### config.mk
export PLATFORM = sky130hd
export DESIGN_NAME = pack_guard
export DESIGN_NICKNAME = d
export VERILOG_FILES = /design/src/rtl/pack_guard_pkg.sv /design/src/rtl/guard_timer.sv /design/src/rtl/guard_core.sv /design/src/rtl/pack_guard.sv
export SDC_FILE = /design/constraint.sdc
export NUM_CORES = 1
export LEC_CHECK = 0
export BUFFER_PORTS_ARGS = -buffer_cell sky130_fd_sc_hd__buf_4
export CORE_AREA = 2 2 103 85
export CTS_BUF_LIST = sky130_fd_sc_hd__clkbuf_2 sky130_fd_sc_hd__clkbuf_4 sky130_fd_sc_hd__clkbuf_8
export DETAILED_ROUTE_END_ITERATION = 10
export DIE_AREA = 0 0 105 87
export GPL_TIMING_DRIVEN = 0
export PLACE_DENSITY = 0.7
export REMOVE_ABC_BUFFERS = 1
export SLEW_MARGIN = 20
export SYNTH_ARGS = -nofsm -noshare
export SYNTH_HDL_FRONTEND = slang
export SYNTH_HIERARCHICAL = 1
export SYNTH_SLANG_ARGS = --single-unit
### constraint.sdc
create_clock -name clk -period 4.13 [get_ports clk]
set_clock_uncertainty 0.05 [all_clocks]
set_input_delay 0.6195 -clock clk [delete_from_list [all_inputs] [get_ports clk]]
set_output_delay 0.6195 -clock clk [all_outputs]
set_load 0.03 [all_outputs]
### src/rtl/pack_guard_pkg.sv
package pack_guard_pkg;

    localparam int NUM_TMR = 3;
    localparam int TMR_OV  = 0;
    localparam int TMR_UV  = 1;
    localparam int TMR_OC  = 2;

    typedef enum logic [0:0] {
        ST_SLEEP = 1'b0,
        ST_RUN   = 1'b1
    } pg_state_e;

    typedef struct packed {
        pg_state_e state;
        logic      chg_block;
        logic      oc_trip;
    } pg_ctrl_s;

endpackage

### src/rtl/guard_timer.sv
module guard_timer #(
    parameter int CNT_W = 16
) (
    input  logic             clk,
    input  logic             rst_n,
    input  logic             run_i,
    input  logic [CNT_W-1:0] limit_i,
    output logic             fire_o
);

    logic [CNT_W-1:0] cnt_d, cnt_q;
    logic             at_limit;

    assign at_limit = (cnt_q >= limit_i);

    always_comb begin
        cnt_d = cnt_q;
        if (!run_i) begin
            cnt_d = '0;
        end else if (!at_limit) begin
            cnt_d = cnt_q + 1'b1;
        end
    end

    always_ff @(posedge clk or negedge rst_n) begin
        if (!rst_n) begin
            cnt_q <= '0;
        end else begin
            cnt_q <= cnt_d;
        end
    end

    assign fire_o = run_i && at_limit;


    fresh_fault_chk: assert property (@(posedge clk) disable iff (!rst_n)
        ($past(!run_i) && run_i && (limit_i != '0)) |-> !fire_o);

endmodule

### src/rtl/guard_core.sv
module guard_core
    import pack_guard_pkg::*;
(
    input  logic               clk,
    input  logic               rst_n,
    input  logic               over_i,
    input  logic               ce_i,
    input  logic               under_i,
    input  logic               ocur_i,
    input  logic               chg_det_i,
    input  logic               pack_off_i,
    input  logic [NUM_TMR-1:0] fire_i,
    output logic [NUM_TMR-1:0] run_o,
    output logic               chg_raw_o,
    output logic               dsg_raw_o,
    output logic               sleep_o
);

    pg_ctrl_s ctrl_d, ctrl_q;
    logic     asleep;

    assign asleep = (ctrl_q.state == ST_SLEEP);

    // Timer gating: undervoltage only counts while awake, overcurrent is held by override
    always_comb begin
        run_o         = '0;
        run_o[TMR_OV] = over_i;
        run_o[TMR_UV] = under_i && !asleep;
        run_o[TMR_OC] = ocur_i && !pack_off_i;
    end

    always_comb begin
        ctrl_d = ctrl_q;

        if (fire_i[TMR_OV]) begin
            ctrl_d.chg_block = 1'b1;
        end else if (ce_i) begin
            ctrl_d.chg_block = 1'b0;
        end

        if (fire_i[TMR_OC]) begin
            ctrl_d.oc_trip = 1'b1;
        end else if (!ocur_i) begin
            ctrl_d.oc_trip = 1'b0;
        end

        unique case (ctrl_q.state)
            ST_SLEEP: if (chg_det_i)      ctrl_d.state = ST_RUN;
            ST_RUN:   if (fire_i[TMR_UV]) ctrl_d.state = ST_SLEEP;
            default:                      ctrl_d.state = ST_SLEEP;
        endcase
    end

    always_ff @(posedge clk or negedge rst_n) begin
        if (!rst_n) begin
            ctrl_q <= '{state: ST_SLEEP, chg_block: 1'b0, oc_trip: 1'b0};
        end else begin
            ctrl_q <= ctrl_d;
        end
    end

    assign chg_raw_o = pack_off_i || ctrl_q.chg_block;
    assign dsg_raw_o = pack_off_i || asleep || ctrl_q.oc_trip;
    assign sleep_o   = asleep;


    wake_cause_chk: assert property (@(posedge clk) disable iff (!rst_n)
        $fell(asleep) |-> $past(chg_det_i));


    ov_cause_chk: assert property (@(posedge clk) disable iff (!rst_n)
        $rose(ctrl_q.chg_block) |-> $past(over_i));


    ce_release_chk: assert property (@(posedge clk) disable iff (!rst_n)
        $fell(ctrl_q.chg_block) |-> $past(ce_i));


    uv_cause_chk: assert property (@(posedge clk) disable iff (!rst_n)
        $rose(asleep) |-> $past(under_i));


    oc_cause_chk: assert property (@(posedge clk) disable iff (!rst_n)
        $rose(ctrl_q.oc_trip) |-> $past(ocur_i && !pack_off_i));


    oc_release_chk: assert property (@(posedge clk) disable iff (!rst_n)
        (ctrl_q.oc_trip && !ocur_i) |=> !ctrl_q.oc_trip);

endmodule

### src/rtl/pack_guard.sv
module pack_guard
    import pack_guard_pkg::*;
#(
    parameter int CNT_W     = 16,
    parameter bit OFF_LEVEL = 1'b1
) (
    input  logic             clk,
    input  logic             rst_n,
    input  logic             over_flag_i,
    input  logic             ce_flag_i,
    input  logic             under_flag_i,
    input  logic             ocur_i,
    input  logic             chg_det_i,
    input  logic             pack_off_i,
    input  logic [CNT_W-1:0] ov_limit_i,
    input  logic [CNT_W-1:0] uv_limit_i,
    input  logic [CNT_W-1:0] oc_limit_i,
    output logic             chg_off_o,
    output logic             dsg_off_o,
    output logic             sleep_o
);

    logic [NUM_TMR-1:0] tmr_run;
    logic [NUM_TMR-1:0] tmr_fire;
    logic [CNT_W-1:0]   tmr_limit [NUM_TMR];
    logic               chg_raw, dsg_raw;

    assign tmr_limit[TMR_OV] = ov_limit_i;
    assign tmr_limit[TMR_UV] = uv_limit_i;
    assign tmr_limit[TMR_OC] = oc_limit_i;

    for (genvar t = 0; t < NUM_TMR; t++) begin : gen_tmr
        guard_timer #(.CNT_W(CNT_W)) u_tmr (
            .clk     (clk),
            .rst_n   (rst_n),
            .run_i   (tmr_run[t]),
            .limit_i (tmr_limit[t]),
            .fire_o  (tmr_fire[t])
        );
    end

    guard_core u_core (
        .clk        (clk),
        .rst_n      (rst_n),
        .over_i     (over_flag_i),
        .ce_i       (ce_flag_i),
        .under_i    (under_flag_i),
        .ocur_i     (ocur_i),
        .chg_det_i  (chg_det_i),
        .pack_off_i (pack_off_i),
        .fire_i     (tmr_fire),
        .run_o      (tmr_run),
        .chg_raw_o  (chg_raw),
        .dsg_raw_o  (dsg_raw),
        .sleep_o    (sleep_o)
    );

    if (OFF_LEVEL) begin : gen_pol_high
        assign chg_off_o = chg_raw;
        assign dsg_off_o = dsg_raw;
    end else begin : gen_pol_low
        assign chg_off_o = ~chg_raw;
        assign dsg_off_o = ~dsg_raw;
    end


    override_chk: assert property (@(posedge clk) disable iff (!rst_n)
        pack_off_i |-> (chg_off_o == OFF_LEVEL) && (dsg_off_o == OFF_LEVEL));

endmodule

Yosys cells after proc, flatten, opt, wreduce, memory -nomap -nowiden
Cells that the tools add are included.
{"block": "classes", "multipliers": 0, "reduce_logical": 10, "n_shift": 0, "magnitude_cmp": 3, "add_sub_neg": 3, "bitwise": 1, "muxes": 13, "div": 0, "eq_ne": 4}
{"operator": "$mux W16", "n": 6}
{"operator": "$add A16 B1 Y16 const B", "n": 3}
{"operator": "$ge A16 B16 Y1", "n": 3}
{"operator": "$mux W1", "n": 6}
{"operator": "$ne A2 B2 Y1 const B", "n": 3}
{"operator": "$logic_and A1 B1 Y1", "n": 5}
{"operator": "$logic_or A1 B1 Y1", "n": 3}
{"operator": "$ne A2 B1 Y1 const B", "n": 1}
{"operator": "$pmux W1 S2", "n": 1}
{"operator": "$reduce_bool A2 Y1", "n": 1}
{"operator": "$logic_not A1 Y1", "n": 1}
{"operator": "$not A1 Y1", "n": 1}
{"block": "word_totals", "romBits": 0, "out_inout_bits": 3, "regBits": 51, "latch_bits": 0, "input_bits": 56, "elab_cells": 40, "ram_bits": 0, "mem_count": 0}

Logic depth before layout (Yosys ltp)
{"block": "depth", "ltp_word": 4, "depth_mapped": 9, "depth_no_buf": 8}

Modules after synthesis
Netlist, hierarchy kept.
{"module": "guard_timer", "seq_area_each_um2": 400.4, "cells_each": 141, "n_inst": 3, "area_each_um2": 1256.2}
{"module": "guard_core", "seq_area_each_um2": 75.1, "cells_each": 14, "n_inst": 1, "area_each_um2": 142.6}

Worst setup path after synthesis
Ideal clock, no wire load.
{"block": "synth_timing", "path_type": "input to register", "start": "input ov_limit_i[13]", "end": "register gen_tmr[0].u_tmr.cnt_q[12]", "setup_ps": 78, "arrival_time_ps": 2407, "path_buffers": 0, "slack_ps": 1595, "t_required_ps": 4002, "cell_stages": 8, "path_cell_list": "inv_1 ha_1 a21o_1 a21o_1 a221oi_4 nand3_4 or4_1 a21oi_1"}
{"block": "synth_via", "elab_chain_cells": 2}
{"item": "from (decl)", "line": "pack_guard.sv:15", "source": "input logic [CNT_W-1:0] ov_limit_i,"}
{"item": "$ge A16 B16 Y1", "line": "guard_timer.sv:14", "source": "assign at_limit = (cnt_q >= limit_i);"}
{"item": "$ne A2 B2 Y1 (no line)"}
{"item": "to (signal assigned)", "line": "guard_timer.sv:29", "source": "cnt_q <= cnt_d;"}
{"item": "to (decl)", "line": "guard_timer.sv:11", "source": "logic [CNT_W-1:0] cnt_d, cnt_q;"}
Every way passes these cells.
A chain may end at the register's enable or synchronous reset.

Worst setup path after layout
{"block": "layout_timing", "start": "register gen_tmr[0].u_tmr.cnt_q[0]", "end": "register gen_tmr[0].u_tmr.cnt_q[15]"}
{"block": "layout_via", "elab_chain_cells": 3, "word_cells_on_any_way": 5, "cone_classes": "add/sub: 1; order compare: 1; eq/ne: 1; mux: 2"}
{"item": "$add A16 B1 Y16", "line": "guard_timer.sv:21", "source": "cnt_d = cnt_q + 1'b1;"}
{"item": "$mux W16", "line": "guard_timer.sv:20", "source": "end else if (!at_limit) begin"}
{"item": "$mux W16", "line": "guard_timer.sv:18", "source": "if (!run_i) begin"}
Parallel ways exist; a longest one is shown, timed or not. The select of a mux whose other input is x is not followed.

==> results.toml <==
[drt]
drt_iter0_markers = 164
vias_per_cell = 5.47
ant_nets = 0
vias = 3307
wl_per_cell_um = 13.3
drc = 0
wirelength_mm = 8.04
drt_pass1_iterations = 5

[floorplan]
pin_count = 59
num_rows = 30
die_area_um2 = 9140
start_util = 0.478
core_um2 = 8180
die_w_um = 105
dieHeight_um = 87

[clocking]
cts_root_buf = "clkbuf_8"
cts_tree = "yes"
post_cts_buffers = 0
clock_path_buffers = 2
cts_made_buffers = 5
cts_sinks = 51
ctsResizeCount = 0
htreeDepth = 2
clkLatencyLatePin_ps = 310
path_clk_slew_ps = 100
postCtsHoldBufs = 0

[worst_setup_path]
crit_path_end_kind = "register"
cp_max_fo = 27
r2r_cells = 8
arrival_ps = 2920
cpPeakStageDelay_ps = 590
path_cells = "inv_1 -> ha_1 -> nand2b_1 -> a2111o_1 -> o2111ai_1 -> nand3_4 -> or4_1 -> a21oi_1"
required_ps = 4320
crit_slowest_cell = "or4_1"
startpoint_type = "register"
critPathKind = "register to register"

[placed_design]
portBuffers = 58
hpwlAfterDp_mm = 6.14
place_congestion = 0.767
place_area_um2 = 4420

[pwr]
total_power_uw = 1010
p_leak_uw = 0.00225
combPwrFrac = 0.127
power_density_nw_per_um2 = 222
p_sw_uw = 241
p_sw_frac = 0.239
internal-power_uw = 767
vdd_drop_max_uv = 127
p_clk_frac = 0.363
power_frac_seq = 0.509

[global_routing]
grt_pass1_vias = 3114
grt.total_usage = 0.189
grt_antenna_before_repair = 0
grt_max_degree = 52
grt_pass1_wl_mm = 14.2
grt-ovfl-total = 0

[sta]
setup_tns_ps = 0
finalHoldViolCount = 0
setup_viol = 0
finalCritPeriodShare = 0.662
relSlewSlack = 0.565
maxSlewViolCount = 0
rsz0062_at_grt = "no"
fmaxAchievable_mhz = 366
post-route-min-period_ps = 2730
worstMarginPinSlew_ps = 653

[cells_and_area]
syn2layout_area_growth_pct = 16.0
mostFrequentLayoutCells = "buf_4, inv_1, ha_1, dfrtp_1, a21oi_1"
finalCoreUtilization = 0.554
drive_above_1_share = 0.158
antennaDiodeCount = 0
nets = 599
filler_cell_count = 777
design_area_um2 = 4540
final_common_cell = "buf_4"

[logic_synthesis]
synth_area_um2 = 3910
synth_cells = 437
synth-seq-area-share = 0.326
yosys_warnings = 6
ys_ff_latch = 51
synth.distinct_cells = 39
syn_avg_cell_area_um2 = 8.95

[outcome]
outcome = "finished, final reports clean"

[flow_run]
drv_cap = 0

[min_path]
hold_class = "primary input to asynchronous set/reset pin"
==> power groups by stage <==
stage / combinational [uW] / clock (uW) / sequential (uW)
2_1_floorplan: 64.0 / 0 / 521
3_3_place_gp: 125 / 0 / 524
3_5_place_dp: 130 / 0 / 524
4_1_cts: 131 / 376 / 514
5_1_grt: 148 / 395 / 516
6_report: 128 / 366 / 514
==> worst paths after layout <==
kind	start	endpoint	slack (ps)
min	rst_n	gen_tmr[0].u_tmr/cnt_q[9]	280
max in group asynchronous	rst_n	u_core/ctrl_q[2]	3310
max	gen_tmr[0].u_tmr/cnt_q[0]	gen_tmr[0].u_tmr/cnt_q[15]	1400
min in group clk	u_core/ctrl_q[1]	u_core/ctrl_q[1]	430
max reg2reg	gen_tmr[0].u_tmr/cnt_q[0]	gen_tmr[0].u_tmr/cnt_q[15]	1400
min reg2reg	u_core/ctrl_q[1]	u_core/ctrl_q[1]	430
==> through the flow <==
step / setup WS [ps] / std cells / hold slack, ps
2_1_floorplan: 1460 / 427 / 274
3_3_place_gp: 1230 / 597 / 409
3_5_place_dp: 1140 / 597 / 411
4_1_cts: 1400 / 605 / 306
5_1_grt: 1220 / 605 / 331
6_report: 1400 / 605 / 279
==> kinds of logic (layout without fill, tap and decap cells) <==
logic type | Yosys count | after routing | share of synthesized area
simple gates | 149 | 149 | 0.222
compound gates | 111 | 111 | 0.191
buf+inv | 63 | 119 | 0.0681
fa+ha+maj | 51 | 51 | 0.163
flops | 51 | 51 | 0.326
xor+xnor | 6 | 6 | 0.0134
mux | 6 | 6 | 0.0154
==> critical path, delay by kind of cell, from the launching register on <==
kind | cells | cell delay [ps]
simple gates | 3 | 1030
compound gates | 3 | 780
flops | 1 | 440
fa+ha+maj | 1 | 270
buf+inv | 1 | 100
==> final cells by class <==
class / count / area, um2 / share of cell area
inverter: 53 / 199 / 0.0439
clock inverter: 2 / 35.0 / 0.00772
timing repair buffer: 58 / 435 / 0.0960
sequential: 51 / 1280 / 0.281
tap: 112 / 140 / 0.0309
multi-input combinational: 323 / 2370 / 0.522
clock buffer: 6 / 82.6 / 0.0182
==> sequential cells by signal, indices dropped and copies added (netlist names) <==
| name | count |
|---|---|
| u_core/ctrl_q | 3 |
| gen_tmr.u_tmr/cnt_q | 48 |
==> metal layers <==
metal	track usage	vias up	part of all wire
li1	-	1708	-
met1	0.265	1521	0.49
met2	0.311	70	0.45
met3	0.0299	8	0.046
met4	0.0448	0	0.0090
met5	0	-	0
==> cells in the mapped netlist <==
cell,n,share of area
a21o_1,8,0.015
xor2_1,3,0.0067
o2111ai_1,3,0.0067
and2_1,6,0.0096
a21oi_1,39,0.050
buf_4,1,0.0019
buf_6,3,0.0086
mux2i_1,6,0.015
nor3_1,3,0.0038
nand4_1,9,0.014
a21boi_0,3,0.0058
nor4_2,3,0.0096
and3_1,9,0.014
xnor2_1,3,0.0067
a31oi_1,3,0.0048
nand2_1,33,0.032
nand3_1,15,0.019
a221oi_4,3,0.020
nor2_1,15,0.014
o31ai_1,9,0.017
clkbuf_1,3,0.0029
dfrtp_1,51,0.33
o21ai_0,22,0.028
buf_2,3,0.0038
o21ai_1,6,0.0077
nand2b_1,13,0.021
or3_1,22,0.035
and4_1,6,0.013
inv_2,1,0.00096
and2_2,1,0.0019
inv_1,52,0.050
o41ai_1,6,0.013
nor2b_1,1,0.0016
nand3_4,3,0.013
or4_1,9,0.017
o311ai_1,6,0.013
or2_2,1,0.0016
ha_1,51,0.16
a2111o_1,3,0.0086
(Power assumes the default switching activity.)
